### src/rtl/prg_pkg.sv
// Shared definitions for the two-wire programming sequencer.
// Assumes a single 12-bit word width and fixed 6/16-clock frame lengths.
package prg_pkg;

    localparam int WORD_W     = 12;
    localparam int CMD_BITS   = 6;
    localparam int FRAME_BITS = 16;

    // Operation codes on the request interface
    typedef enum logic [1:0] {
        OP_CMD    = 2'd0,
        OP_LOAD   = 2'd1,
        OP_READ   = 2'd2,
        OP_VERIFY = 2'd3
    } prg_op_e;

    // Command codes the sequencer issues by itself
    localparam logic [CMD_BITS-1:0] CODE_LOAD  = 6'h02;
    localparam logic [CMD_BITS-1:0] CODE_READ  = 6'h04;
    localparam logic [CMD_BITS-1:0] CODE_BEGIN = 6'h08;
    localparam logic [CMD_BITS-1:0] CODE_END   = 6'h0E;

    // Individual frames an operation is built from
    typedef enum logic [2:0] {
        STP_NONE,
        STP_RAW,
        STP_LOAD_CMD,
        STP_WR,
        STP_BEGIN,
        STP_END,
        STP_READ_CMD,
        STP_RD
    } prg_step_e;

    function automatic int imax(input int a, input int b);
        return (a > b) ? a : b;
    endfunction

endpackage

### src/rtl/prg_gap_timer.sv
// Down-counter for the idle gap between frames.
// Assumes load is a one-cycle pulse; expired is high while the count is zero.
module prg_gap_timer #(
    parameter int GW = 8
) (
    input  logic          clk,
    input  logic          rst_n,
    input  logic          load,
    input  logic [GW-1:0] load_val,
    output logic          expired
);

    logic [GW-1:0] cnt;

    // Load a new gap length or count the current one down to zero
    always_ff @(posedge clk) begin
        if (!rst_n) begin
            cnt <= '0;
        end else if (load) begin
            cnt <= load_val;
        end else if (cnt != '0) begin
            cnt <= cnt - 1'b1;
        end
    end

    assign expired = (cnt == '0);

endmodule

### src/rtl/prg_frame_engine.sv
// Shifts one serial frame bit 0 first: clock rises with new data, then falls.
// Assumes go arrives only while idle and HI_CYC, LO_CYC are both at least 1.
// Read frames release the data line for the whole frame and capture positions 1..12
// in the last high cycle of each bit.
module prg_frame_engine import prg_pkg::*; #(
    parameter int HI_CYC = 2,
    parameter int LO_CYC = 2
) (
    input  logic                  clk,
    input  logic                  rst_n,
    input  logic                  go,
    input  logic                  go_long,
    input  logic                  go_read,
    input  logic [FRAME_BITS-1:0] go_word,
    output logic                  fin,
    output logic [WORD_W-1:0]     rx_word,
    output logic                  ser_clk,
    output logic                  ser_dat,
    output logic                  ser_oe,
    input  logic                  ser_in
);

    localparam int TW = $clog2(imax(HI_CYC, LO_CYC) + 1);
    localparam int IW = $clog2(FRAME_BITS);
    localparam logic [TW-1:0] HI_LOAD = TW'(HI_CYC - 1);
    localparam logic [TW-1:0] LO_LOAD = TW'(LO_CYC - 1);
    localparam logic [IW-1:0] LAST_LONG  = IW'(FRAME_BITS - 1);
    localparam logic [IW-1:0] LAST_SHORT = IW'(CMD_BITS - 1);

    logic                  busy;
    logic                  ph_hi;
    logic                  rd_mode;
    logic [TW-1:0]         tmr;
    logic [IW-1:0]         bit_idx;
    logic [IW-1:0]         last_idx;
    logic [FRAME_BITS-1:0] tx;
    logic                  in_window;

    // Word positions 1..12 of a frame hold the data word
    assign in_window = (bit_idx >= IW'(1)) && (bit_idx <= IW'(WORD_W));

    // Walk bits and half-periods; drive clock/data and capture read bits
    always_ff @(posedge clk) begin
        if (!rst_n) begin
            busy     <= 1'b0;
            ph_hi    <= 1'b0;
            rd_mode  <= 1'b0;
            tmr      <= '0;
            bit_idx  <= '0;
            last_idx <= '0;
            tx       <= '0;
            rx_word  <= '0;
            fin      <= 1'b0;
            ser_clk  <= 1'b0;
            ser_dat  <= 1'b0;
            ser_oe   <= 1'b1;
        end else begin
            fin <= 1'b0;
            if (!busy) begin
                if (go) begin
                    busy     <= 1'b1;
                    ph_hi    <= 1'b1;
                    rd_mode  <= go_read;
                    tmr      <= HI_LOAD;
                    bit_idx  <= '0;
                    last_idx <= go_long ? LAST_LONG : LAST_SHORT;
                    tx       <= go_word;
                    ser_clk  <= 1'b1;
                    ser_dat  <= go_read ? 1'b0 : go_word[0];
                    ser_oe   <= !go_read;
                end
            end else if (tmr != '0) begin
                tmr <= tmr - 1'b1;
            end else if (ph_hi) begin
                ph_hi   <= 1'b0;
                ser_clk <= 1'b0;
                tmr     <= LO_LOAD;
                if (rd_mode && in_window) begin
                    rx_word <= {ser_in, rx_word[WORD_W-1:1]};
                end
            end else if (bit_idx == last_idx) begin
                busy    <= 1'b0;
                fin     <= 1'b1;
                ser_dat <= 1'b0;
                ser_oe  <= 1'b1;
            end else begin
                bit_idx <= bit_idx + 1'b1;
                ph_hi   <= 1'b1;
                ser_clk <= 1'b1;
                tmr     <= HI_LOAD;
                tx      <= {1'b0, tx[FRAME_BITS-1:1]};
                ser_dat <= rd_mode ? 1'b0 : tx[1];
            end
        end
    end

endmodule

### src/rtl/prg_ctrl.sv
// Turns one request into a chain of frames separated by minimum gaps.
// Assumes the frame engine is idle whenever a go pulse is issued and that the
// gap timer is loaded on the same edge the gap phase is entered.
module prg_ctrl import prg_pkg::*; #(
    parameter int T_DLY  = 250,
    parameter int T_PROG = 250000,
    parameter int T_DIS  = 25000,
    parameter int GW     = 18
) (
    input  logic                  clk,
    input  logic                  rst_n,
    input  logic                  req_valid,
    output logic                  req_ready,
    input  logic [1:0]            req_op,
    input  logic [CMD_BITS-1:0]   req_cmd,
    input  logic [WORD_W-1:0]     req_wdata,
    input  logic                  frame_fin,
    input  logic [WORD_W-1:0]     frame_rx,
    output logic                  frame_go,
    output logic                  frame_long,
    output logic                  frame_read,
    output logic [FRAME_BITS-1:0] frame_word,
    input  logic                  gap_expired,
    output logic                  gap_load,
    output logic [GW-1:0]         gap_val,
    output logic                  done,
    output logic [WORD_W-1:0]     rd_data,
    output logic                  mismatch
);

    typedef enum logic [1:0] {PH_IDLE, PH_FRAME, PH_GAP} phase_e;

    phase_e                phase;
    prg_step_e             cur;
    prg_step_e             after;
    prg_op_e               op_q;
    logic [CMD_BITS-1:0]   cmd_q;
    logic [WORD_W-1:0]     data_q;
    prg_step_e             nxt_step;
    logic [GW-1:0]         nxt_gap;
    logic                  fin_done;
    prg_step_e             first_step;

    // Trailing gap owed after a command frame, chosen by its code
    function automatic logic [GW-1:0] gap_for(input logic [CMD_BITS-1:0] c);
        if (c == CODE_BEGIN) return GW'(T_PROG);
        if (c == CODE_END)   return GW'(T_DIS);
        return GW'(T_DLY);
    endfunction

    assign req_ready = (phase == PH_IDLE);

    // First frame of each operation
    always_comb begin
        case (prg_op_e'(req_op))
            OP_CMD:  first_step = STP_RAW;
            OP_READ: first_step = STP_READ_CMD;
            default: first_step = STP_LOAD_CMD;
        endcase
    end

    // Frame contents for the current step
    always_comb begin
        frame_long = 1'b0;
        frame_read = 1'b0;
        frame_word = '0;
        case (cur)
            STP_RAW:      frame_word = FRAME_BITS'(cmd_q);
            STP_LOAD_CMD: frame_word = FRAME_BITS'(CODE_LOAD);
            STP_BEGIN:    frame_word = FRAME_BITS'(CODE_BEGIN);
            STP_END:      frame_word = FRAME_BITS'(CODE_END);
            STP_READ_CMD: frame_word = FRAME_BITS'(CODE_READ);
            STP_WR: begin
                frame_long = 1'b1;
                frame_word = {{(FRAME_BITS-WORD_W-1){1'b0}}, data_q, 1'b0};
            end
            STP_RD: begin
                frame_long = 1'b1;
                frame_read = 1'b1;
            end
            default: frame_word = '0;
        endcase
    end

    // Successor step, trailing gap and completion for the frame now running
    always_comb begin
        nxt_step = STP_NONE;
        nxt_gap  = GW'(T_DLY);
        fin_done = 1'b0;
        case (cur)
            STP_RAW: begin
                nxt_gap  = gap_for(cmd_q);
                fin_done = 1'b1;
            end
            STP_LOAD_CMD: nxt_step = STP_WR;
            STP_WR: begin
                if (op_q == OP_VERIFY) nxt_step = STP_BEGIN;
                else                   fin_done = 1'b1;
            end
            STP_BEGIN: begin
                nxt_step = STP_END;
                nxt_gap  = GW'(T_PROG);
            end
            STP_END: begin
                nxt_step = STP_READ_CMD;
                nxt_gap  = GW'(T_DIS);
            end
            STP_READ_CMD: nxt_step = STP_RD;
            STP_RD:       fin_done = 1'b1;
            default:      nxt_step = STP_NONE;
        endcase
    end

    assign gap_load = (phase == PH_FRAME) && frame_fin;
    assign gap_val  = nxt_gap;

    // Phase machine: accept, run frame, hold gap, then next frame or idle
    always_ff @(posedge clk) begin
        if (!rst_n) begin
            phase    <= PH_IDLE;
            cur      <= STP_NONE;
            after    <= STP_NONE;
            op_q     <= OP_CMD;
            cmd_q    <= '0;
            data_q   <= '0;
            frame_go <= 1'b0;
            done     <= 1'b0;
            rd_data  <= '0;
            mismatch <= 1'b0;
        end else begin
            frame_go <= 1'b0;
            done     <= 1'b0;
            case (phase)
                PH_IDLE: begin
                    if (req_valid) begin
                        op_q     <= prg_op_e'(req_op);
                        cmd_q    <= req_cmd;
                        data_q   <= req_wdata;
                        cur      <= first_step;
                        frame_go <= 1'b1;
                        phase    <= PH_FRAME;
                    end
                end
                PH_FRAME: begin
                    if (frame_fin) begin
                        after <= nxt_step;
                        phase <= PH_GAP;
                        if (fin_done) begin
                            done     <= 1'b1;
                            rd_data  <= (cur == STP_RD) ? frame_rx : '0;
                            mismatch <= (cur == STP_RD) && (op_q == OP_VERIFY)
                                        && (frame_rx != data_q);
                        end
                    end
                end
                default: begin
                    if (gap_expired) begin
                        if (after == STP_NONE) begin
                            phase <= PH_IDLE;
                            cur   <= STP_NONE;
                        end else begin
                            cur      <= after;
                            frame_go <= 1'b1;
                            phase    <= PH_FRAME;
                        end
                    end
                end
            endcase
        end
    end

endmodule

### src/rtl/prg_serial_host.sv
// Top of the host-side two-wire programming sequencer.
// Assumes all timing parameters are given in system clock cycles and that the
// data line is turned around outside this block using pgm_dat_oe.
module prg_serial_host import prg_pkg::*; #(
    parameter int HALF_HI    = 25,
    parameter int HALF_LO    = 25,
    parameter int SETUP_HOLD = 25,
    parameter int T_DLY      = 250,
    parameter int T_PROG     = 250000,
    parameter int T_DIS      = 25000
) (
    input  logic                clk,
    input  logic                rst_n,
    input  logic                req_valid,
    output logic                req_ready,
    input  logic [1:0]          req_op,
    input  logic [CMD_BITS-1:0] req_cmd,
    input  logic [WORD_W-1:0]   req_wdata,
    output logic                done,
    output logic [WORD_W-1:0]   rd_data,
    output logic                mismatch,
    output logic                pgm_clk,
    output logic                pgm_dat_o,
    output logic                pgm_dat_oe,
    input  logic                pgm_dat_i
);

    localparam int HI_EFF  = imax(HALF_HI, SETUP_HOLD);
    localparam int LO_EFF  = imax(HALF_LO, SETUP_HOLD);
    localparam int GAP_MAX = imax(T_DLY, imax(T_PROG, T_DIS));
    localparam int GW      = $clog2(GAP_MAX + 1);

    logic                  frame_go;
    logic                  frame_long;
    logic                  frame_read;
    logic [FRAME_BITS-1:0] frame_word;
    logic                  frame_fin;
    logic [WORD_W-1:0]     frame_rx;
    logic                  gap_load;
    logic [GW-1:0]         gap_val;
    logic                  gap_expired;

    prg_ctrl #(
        .T_DLY (T_DLY),
        .T_PROG(T_PROG),
        .T_DIS (T_DIS),
        .GW    (GW)
    ) u_ctrl (
        .clk        (clk),
        .rst_n      (rst_n),
        .req_valid  (req_valid),
        .req_ready  (req_ready),
        .req_op     (req_op),
        .req_cmd    (req_cmd),
        .req_wdata  (req_wdata),
        .frame_fin  (frame_fin),
        .frame_rx   (frame_rx),
        .frame_go   (frame_go),
        .frame_long (frame_long),
        .frame_read (frame_read),
        .frame_word (frame_word),
        .gap_expired(gap_expired),
        .gap_load   (gap_load),
        .gap_val    (gap_val),
        .done       (done),
        .rd_data    (rd_data),
        .mismatch   (mismatch)
    );

    prg_frame_engine #(
        .HI_CYC(HI_EFF),
        .LO_CYC(LO_EFF)
    ) u_engine (
        .clk    (clk),
        .rst_n  (rst_n),
        .go     (frame_go),
        .go_long(frame_long),
        .go_read(frame_read),
        .go_word(frame_word),
        .fin    (frame_fin),
        .rx_word(frame_rx),
        .ser_clk(pgm_clk),
        .ser_dat(pgm_dat_o),
        .ser_oe (pgm_dat_oe),
        .ser_in (pgm_dat_i)
    );

    prg_gap_timer #(
        .GW(GW)
    ) u_gap (
        .clk     (clk),
        .rst_n   (rst_n),
        .load    (gap_load),
        .load_val(gap_val),
        .expired (gap_expired)
    );

endmodule

### config.mk
export PLATFORM = sky130hd
export DESIGN_NAME = prg_serial_host
export DESIGN_NICKNAME = d
export VERILOG_FILES = /design/src/rtl/prg_pkg.sv /design/src/rtl/prg_gap_timer.sv /design/src/rtl/prg_frame_engine.sv /design/src/rtl/prg_ctrl.sv /design/src/rtl/prg_serial_host.sv
export SDC_FILE = /design/constraint.sdc
export NUM_CORES = 1
export LEC_CHECK = 0
export ABC_AREA = 0
export ABC_CLOCK_PERIOD_IN_PS = 2100
export BUFFER_PORTS_ARGS = -buffer_cell sky130_fd_sc_hd__buf_2
export CAP_MARGIN = 20
export CORE_MARGIN = 8
export CORE_UTILIZATION = 45
export CTS_CLUSTER_SIZE = 8
export DETAILED_ROUTE_END_ITERATION = 8
export PLACE_DENSITY = 0.69
export SYNTH_ARGS = -nofsm -noshare
export SYNTH_HDL_FRONTEND = slang
export SYNTH_HIERARCHICAL = 1
export SYNTH_SLANG_ARGS = --single-unit
### constraint.sdc
create_clock -name clk -period 2.1 [get_ports clk]
set_input_delay 0.42 -clock clk [delete_from_list [all_inputs] [get_ports clk]]
set_output_delay 0.42 -clock clk [all_outputs]
set_load 0.1 [all_outputs]
# After elaboration in Yosys (flattened, before gate mapping)
# Index checks and enable logic that the tools add are counted.
# op_classes
addsub	3
magnitude_cmp	2
n_eq_ne	22
n_mux	77
n_bitwise	4
reduce_logical	33
# op_table
cell	count
18-bit 2-to-1 mux	6
16-bit 2-to-1 mux	5
13-bit one-hot mux with 6 select lines	1
18-bit one-hot mux with 3 select lines	1
1-bit 2-to-1 mux	39
5-bit 2-to-1 mux	5
4-bit 2-to-1 mux	6
18-bit zero test	1
3-bit AND reduction	6
18-bit nonzero test	1
18-bit by 1-bit subtractor with 18-bit output, second input constant	1
3-bit one-hot mux with 5 select lines	1
3-bit equality test, second input constant	4
6-bit by 4-bit equality test with 1-bit output, second input constant	2
12-bit 2-to-1 mux	1
3-bit 2-to-1 mux	4
12-bit != test	1
3-bit one-hot mux with 2 select lines	2
4-bit AND reduction	3
2-bit != test, second input constant	5
2-bit AND reduction	5
3-bit by 2-bit equality test with 1-bit output, second input constant	2
2-bit 2-to-1 mux	3
2-bit nonzero test	3
22 further kinds	33
# word_totals
regBits	109
input_bits	24
output_inout_bits	18
wordCells	164

# Depth between registers and ports, before layout
# depth
ltp_word	9
ltp_mapped	9
ltp_nobuf	9

# By module
# The synthesis kept the hierarchy.
# by_module_without_submodules
module	n_inst	cells_each	area_each_um2	seq_area_each_um2
prg_frame_engine	1	220	2127.0	900.9
prg_ctrl	1	249	2079.5	860.8
prg_gap_timer	1	122	970.9	360.3

# Worst setup path before layout
# No wires, ideal clock.
# synth_timing
path_kind	register to register
startpoint	register u_ctrl.phase[0]
endpoint	register u_ctrl.data_q[0]
setup_ps	132
t_arrival_ps	2250
required_time_ps	1968
path_slack_ps	-283
stages_incl_launch_ff	6
path_buffers	1
synth_period_minus_slack_ps	2383
path_cell_list	dfxtp_1 -> nor2_1 -> nand2_1 -> buf_2 -> nand2_1 -> a21oi_1
# synth_between
elab_chain_len	2
# synth_rtl
element	line	text
start, declared	prg_ctrl.sv:33	phase_e phase;
start signal, assigned	prg_ctrl.sv:120	phase <= PH_IDLE;
start signal, assigned	prg_ctrl.sv:141	phase <= PH_FRAME;
start signal, assigned	prg_ctrl.sv:147	phase <= PH_GAP;
2-bit zero test	n/a	
named net req_ready	prg_serial_host.sv:15	output logic req_ready,
2-bit AND reduction (no source line)	n/a	
end signal, assigned	prg_ctrl.sv:138	data_q <= req_wdata;
end, declared	prg_ctrl.sv:38	logic [WORD_W-1:0] data_q;
# The timed path passes the listed nets, and every way through them passes these cells.
# A chain may end at the register's enable or synchronous reset.

# Final worst setup path
# layout_timing
startpoint	register u_gap.cnt[15]
endpoint	register u_ctrl.phase[0]
# layout_between
elab_chain_len	3
# layout_rtl
element	line	text
start, declared	prg_gap_timer.sv:13	logic [GW-1:0] cnt;
start signal, assigned	prg_gap_timer.sv:20	cnt <= load_val;
start signal, assigned	prg_gap_timer.sv:22	cnt <= cnt - 1'b1;
18-bit zero test	prg_gap_timer.sv:26	assign expired = (cnt == '0);
named net gap_expired	prg_serial_host.sv:41	logic gap_expired;
3-bit nonzero test (no source line)	n/a	
3-bit AND reduction (no source line)	n/a	
# The timed path passes the listed nets, and every way through them passes these cells.

==> out/qor.csv <==
metric,value,unit
outcome,"finished, final reports clean",
"FF+latch count, synth",106,
Max Slew Vio Count,0,
Die W,123,um
library cells used by synthesis,71,
synthesized area per cell,8.76,um2
Slew headroom,0.559,
FF/Latch Area,0.00212,mm2
share of cells above drive strength 1,0.185,
Area contributors post-synth,"dfxtp_1 41%, nand2_1 6.2%, mux2i_1 5.8%",
yosys warns,6,
IO Count,42,
Num CTS Buffers,9,
crit path time final,2.06,ns
Switching Share,0.332,
WS Path Type,flop to flop,
Worst R2R Start,u_gap/cnt[15],
"Clk Latency, worst-skew pair",0.34,ns
final hold violation count,0,
fin cells,780,
"slowest stage cell, crit path",or4_4,
Sink Count,106,
Rows,39,
Post-layout nets,661,
part of the cycle the worst path needs,0.980,
fraction of power consumed by sequential logic,0.420,
unrepaired setup endpoints after global routing,no,
ANT cells,0,
most common cell in the netlist,dfxtp_1,
Worst-path clk slew,0.08,ns
reg-to-reg setup timing slack,0.04,ns
asr flop ratio synth,0,
share of the synthesized area in the top cell type,0.410,
Adder-Cell Fraction of Synth Area,0.0121,
FF-to-FF End,u_ctrl/phase[0],
pwr dens,1000,mW/mm2
maxcap violations,0,
combinational power share,0.302,
worst hold path depth,3,
detailed-route DRC error count,0,
Post-Syn Instances,591,
drt first pass iters,4,
peak supply drop,447,uV
Crit path arrival time,2.26,ns
hold path startpoint,req_wdata[2],
dominant cell type by area after synthesis,dfxtp_1,
Clock Skew,0.00964,ns
largest family of logic cells by synthesized area,simple AND/OR/NAND/NOR gates,
worst min path class,primary input to flop,
CTS tree,built,
Post-Synth Simple-Gate Area,0.212,
Fin Setup TNS,0,ns
Inst Count DP,763,
Hold Path End,u_ctrl/data_q[2],
Fin Hold WS,0.309,ns
DR vias/cell,5.58,
GRT Overall Usage,0.172,
placed instance area,0.00552,mm2
Crit Path Max Fanout,7,
Area Overhead vs Synth,12.8,%
Longest Clk Path Bufs,2,
Final setup viols,0,
mapped cell area,0.00518,mm2
Synth Flop Type,dfxtp_1,
Core Box Area,0.0113,mm2
Post-synth top cells,"106 x dfxtp_1, 86 x nand2_1, 41 x a21oi_1",
Util after Layout,0.516,
CP cell instances,or4_4 -> or3_4 -> or2_4 -> clkinv_2 -> a21o_4 -> mux2i_1 -> nor3_1,
Internal,3.91,mW
DR WL/cell,16.2,um
Detail Placement HPWL,9050,um
post-synthesis sequential area ratio,0.410,
Post-Synth XOR/XNOR Area,0.0389,
mux share of post-synthesis cell area,0.0580,
Worst Tran Pin Value,0.659,ns
Post-CTS Hold Buffers,0,
Multi-input gate area,0.00274,mm2
IO buf count,41,
Starting DRT DRC Count,260,
number of global-route vias before repair,4385,
Total Wirelength,12700,um
reg2reg path depth,7,
vias,4356,
RePlAce Congestion,0.879,
H-tree Lvls,3,
grt total ovfl,0,
Post-synth EDFFs,0,
Root Driver,clkbuf_16,
Die ar.,0.0152,mm2
Die Y,123,um
CP Capture Type,flop,
design area,0.00584,mm2
Clock Power Share,0.277,
Max Fclk,486,MHz
Worst EP required,2.31,ns
startpoint types,flop,
largest net degree at the start of global routing,30,
largest stage delay on the critical path,0.55,ns
Final ANT Viol Nets,0,
effective utilization at floorplan,0.457,
Compound-Gate Fraction of Synth Area,0.197,
Pleak,2.21,nW
initial antenna violation count,0,
Fillers,1072,
NetSw,1.94,mW
first-pass GRT wire length,21300,um
-- per-stage QoR --
step / setup slack (ns) / total power, mW
floorplan: 0.0457 / 3.67
global route: 0.000572 / 6.17
finish: 0.0427 / 5.85
detailed placement: 0.00498 / 4.18
CTS: 0.00730 / 5.81
global placement: 0.0627 / 4.11
-- worst max-delay path: cells and delay by family, from the launching register on --
kind / cells / cell delay [ns]
AO/OA/AOI/OAI: 1 / 0.14
buffers and inverters: 1 / 0.06
flip-flops: 1 / 0.33
multiplexers: 1 / 0.19
AND/OR/NAND/NOR: 4 / 1.21
-- layout by cell type, fill, tap and decap left out, drive strengths merged, types with 2 or more instances in the layout --
cell and count:
nor3b 5, ha 5, a21o 2, or3 2, nand4 6, and3 7
o211ai 8, xnor2 22, nor3 16, or4b 2, clkbuf 10, clkinv 6
o21a 3, nor4 5, a22o 12, or2 6, inv 15, nand4b 2
nand3b 5, a31oi 9, dfxtp 106, a21boi 2, a311oi 3, mux2i 30
nand2 86, a211oi 30, buf 71, nand3 14, nor2b 3, or4 4
nor2 24, nor4b 4, o21ai 31, and2 11, nand2b 4, a21oi 41
conb 9, o31ai 5
-- routing by layer --
metal	global-route usage	vias to the layer above	part of all wire	routed length [um]
met2	0.289	108	0.49	6190
met1	0.211	2058	0.45	5690
met4	0.0685	0	0.018	228
met5	0	-	0	0
met3	0.0352	17	0.043	549
li1	-	2173	-	-
-- power groups by stage --
stage               Combinational [mW]  Sequential (mW)  Clock, mW
finish                            1.77             2.46       1.62
floorplan                         1.23             2.44          0
CTS                               1.71             2.45       1.65
global placement                  1.63             2.48          0
global route                      1.94             2.49       1.74
detailed placement                1.69             2.49          0
-- kinds of logic after synthesis --
kind of cell    after synthesis
buf+inv                      64
fa+ha+maj                     5
compound gates              154
xor+xnor                     23
flops                       106
simple gates                207
mux                          30
other cells                   2
-- worst max-delay path by stage --
| stage | startpoint | endpoint | slack [ns] | depth (start not counted) |
|---|---|---|---|---|
| final | u_gap/cnt[15] | u_ctrl/phase[0] | 0.04 | 7 |
| after global routing | u_gap/cnt[15] | u_ctrl/cur[0] | 0.0006 | 7 |
| after CTS | u_gap/cnt[12] | u_gap/cnt[14] | 0.007 | 6 |
| after detailed placement | u_gap/cnt[12] | u_ctrl/cur[0] | 0.005 | 7 |
| after global placement | u_gap/cnt[12] | u_ctrl/phase[0] | 0.06 | 7 |
| after floorplan | u_gap/cnt[12] | u_ctrl/phase[0] | 0.05 | 7 |
-- timing repair --
action	4_1_cts	5_1_grt
hold endpoints to repair	0	0
pin swaps	0	4
resized for setup	1	4
endpoints found under the setup margin	2	12
buffers inserted	0	1
-- flip-flops by register name (all words and copies together) (netlist names), 2 cells and up --
register,flops
u_ctrl/cmd_q,6
u_engine/tmr,5
u_ctrl/after,3
u_gap/cnt,18
u_ctrl/phase,2
u_engine/bit_idx,4
u_engine/tx,15
u_engine/last_idx,2
u_ctrl/op_q,2
u_engine/rx_word,12
u_ctrl/data_q,12
u_ctrl/cur,3
u_ctrl/rd_data,12
-- cell type report --
| cell class | instances | area share |
|---|---|---|
| Tap cell | 143 | 0.0306 |
| Sequential cell | 106 | 0.364 |
| Clock buffer | 10 | 0.0409 |
| Inverter | 16 | 0.0105 |
| Timing Repair Buffer | 71 | 0.0765 |
| Multi-Input combinational cell | 428 | 0.469 |
| Clock inverter | 6 | 0.00857 |
Power figures use the tool's default switching activity.
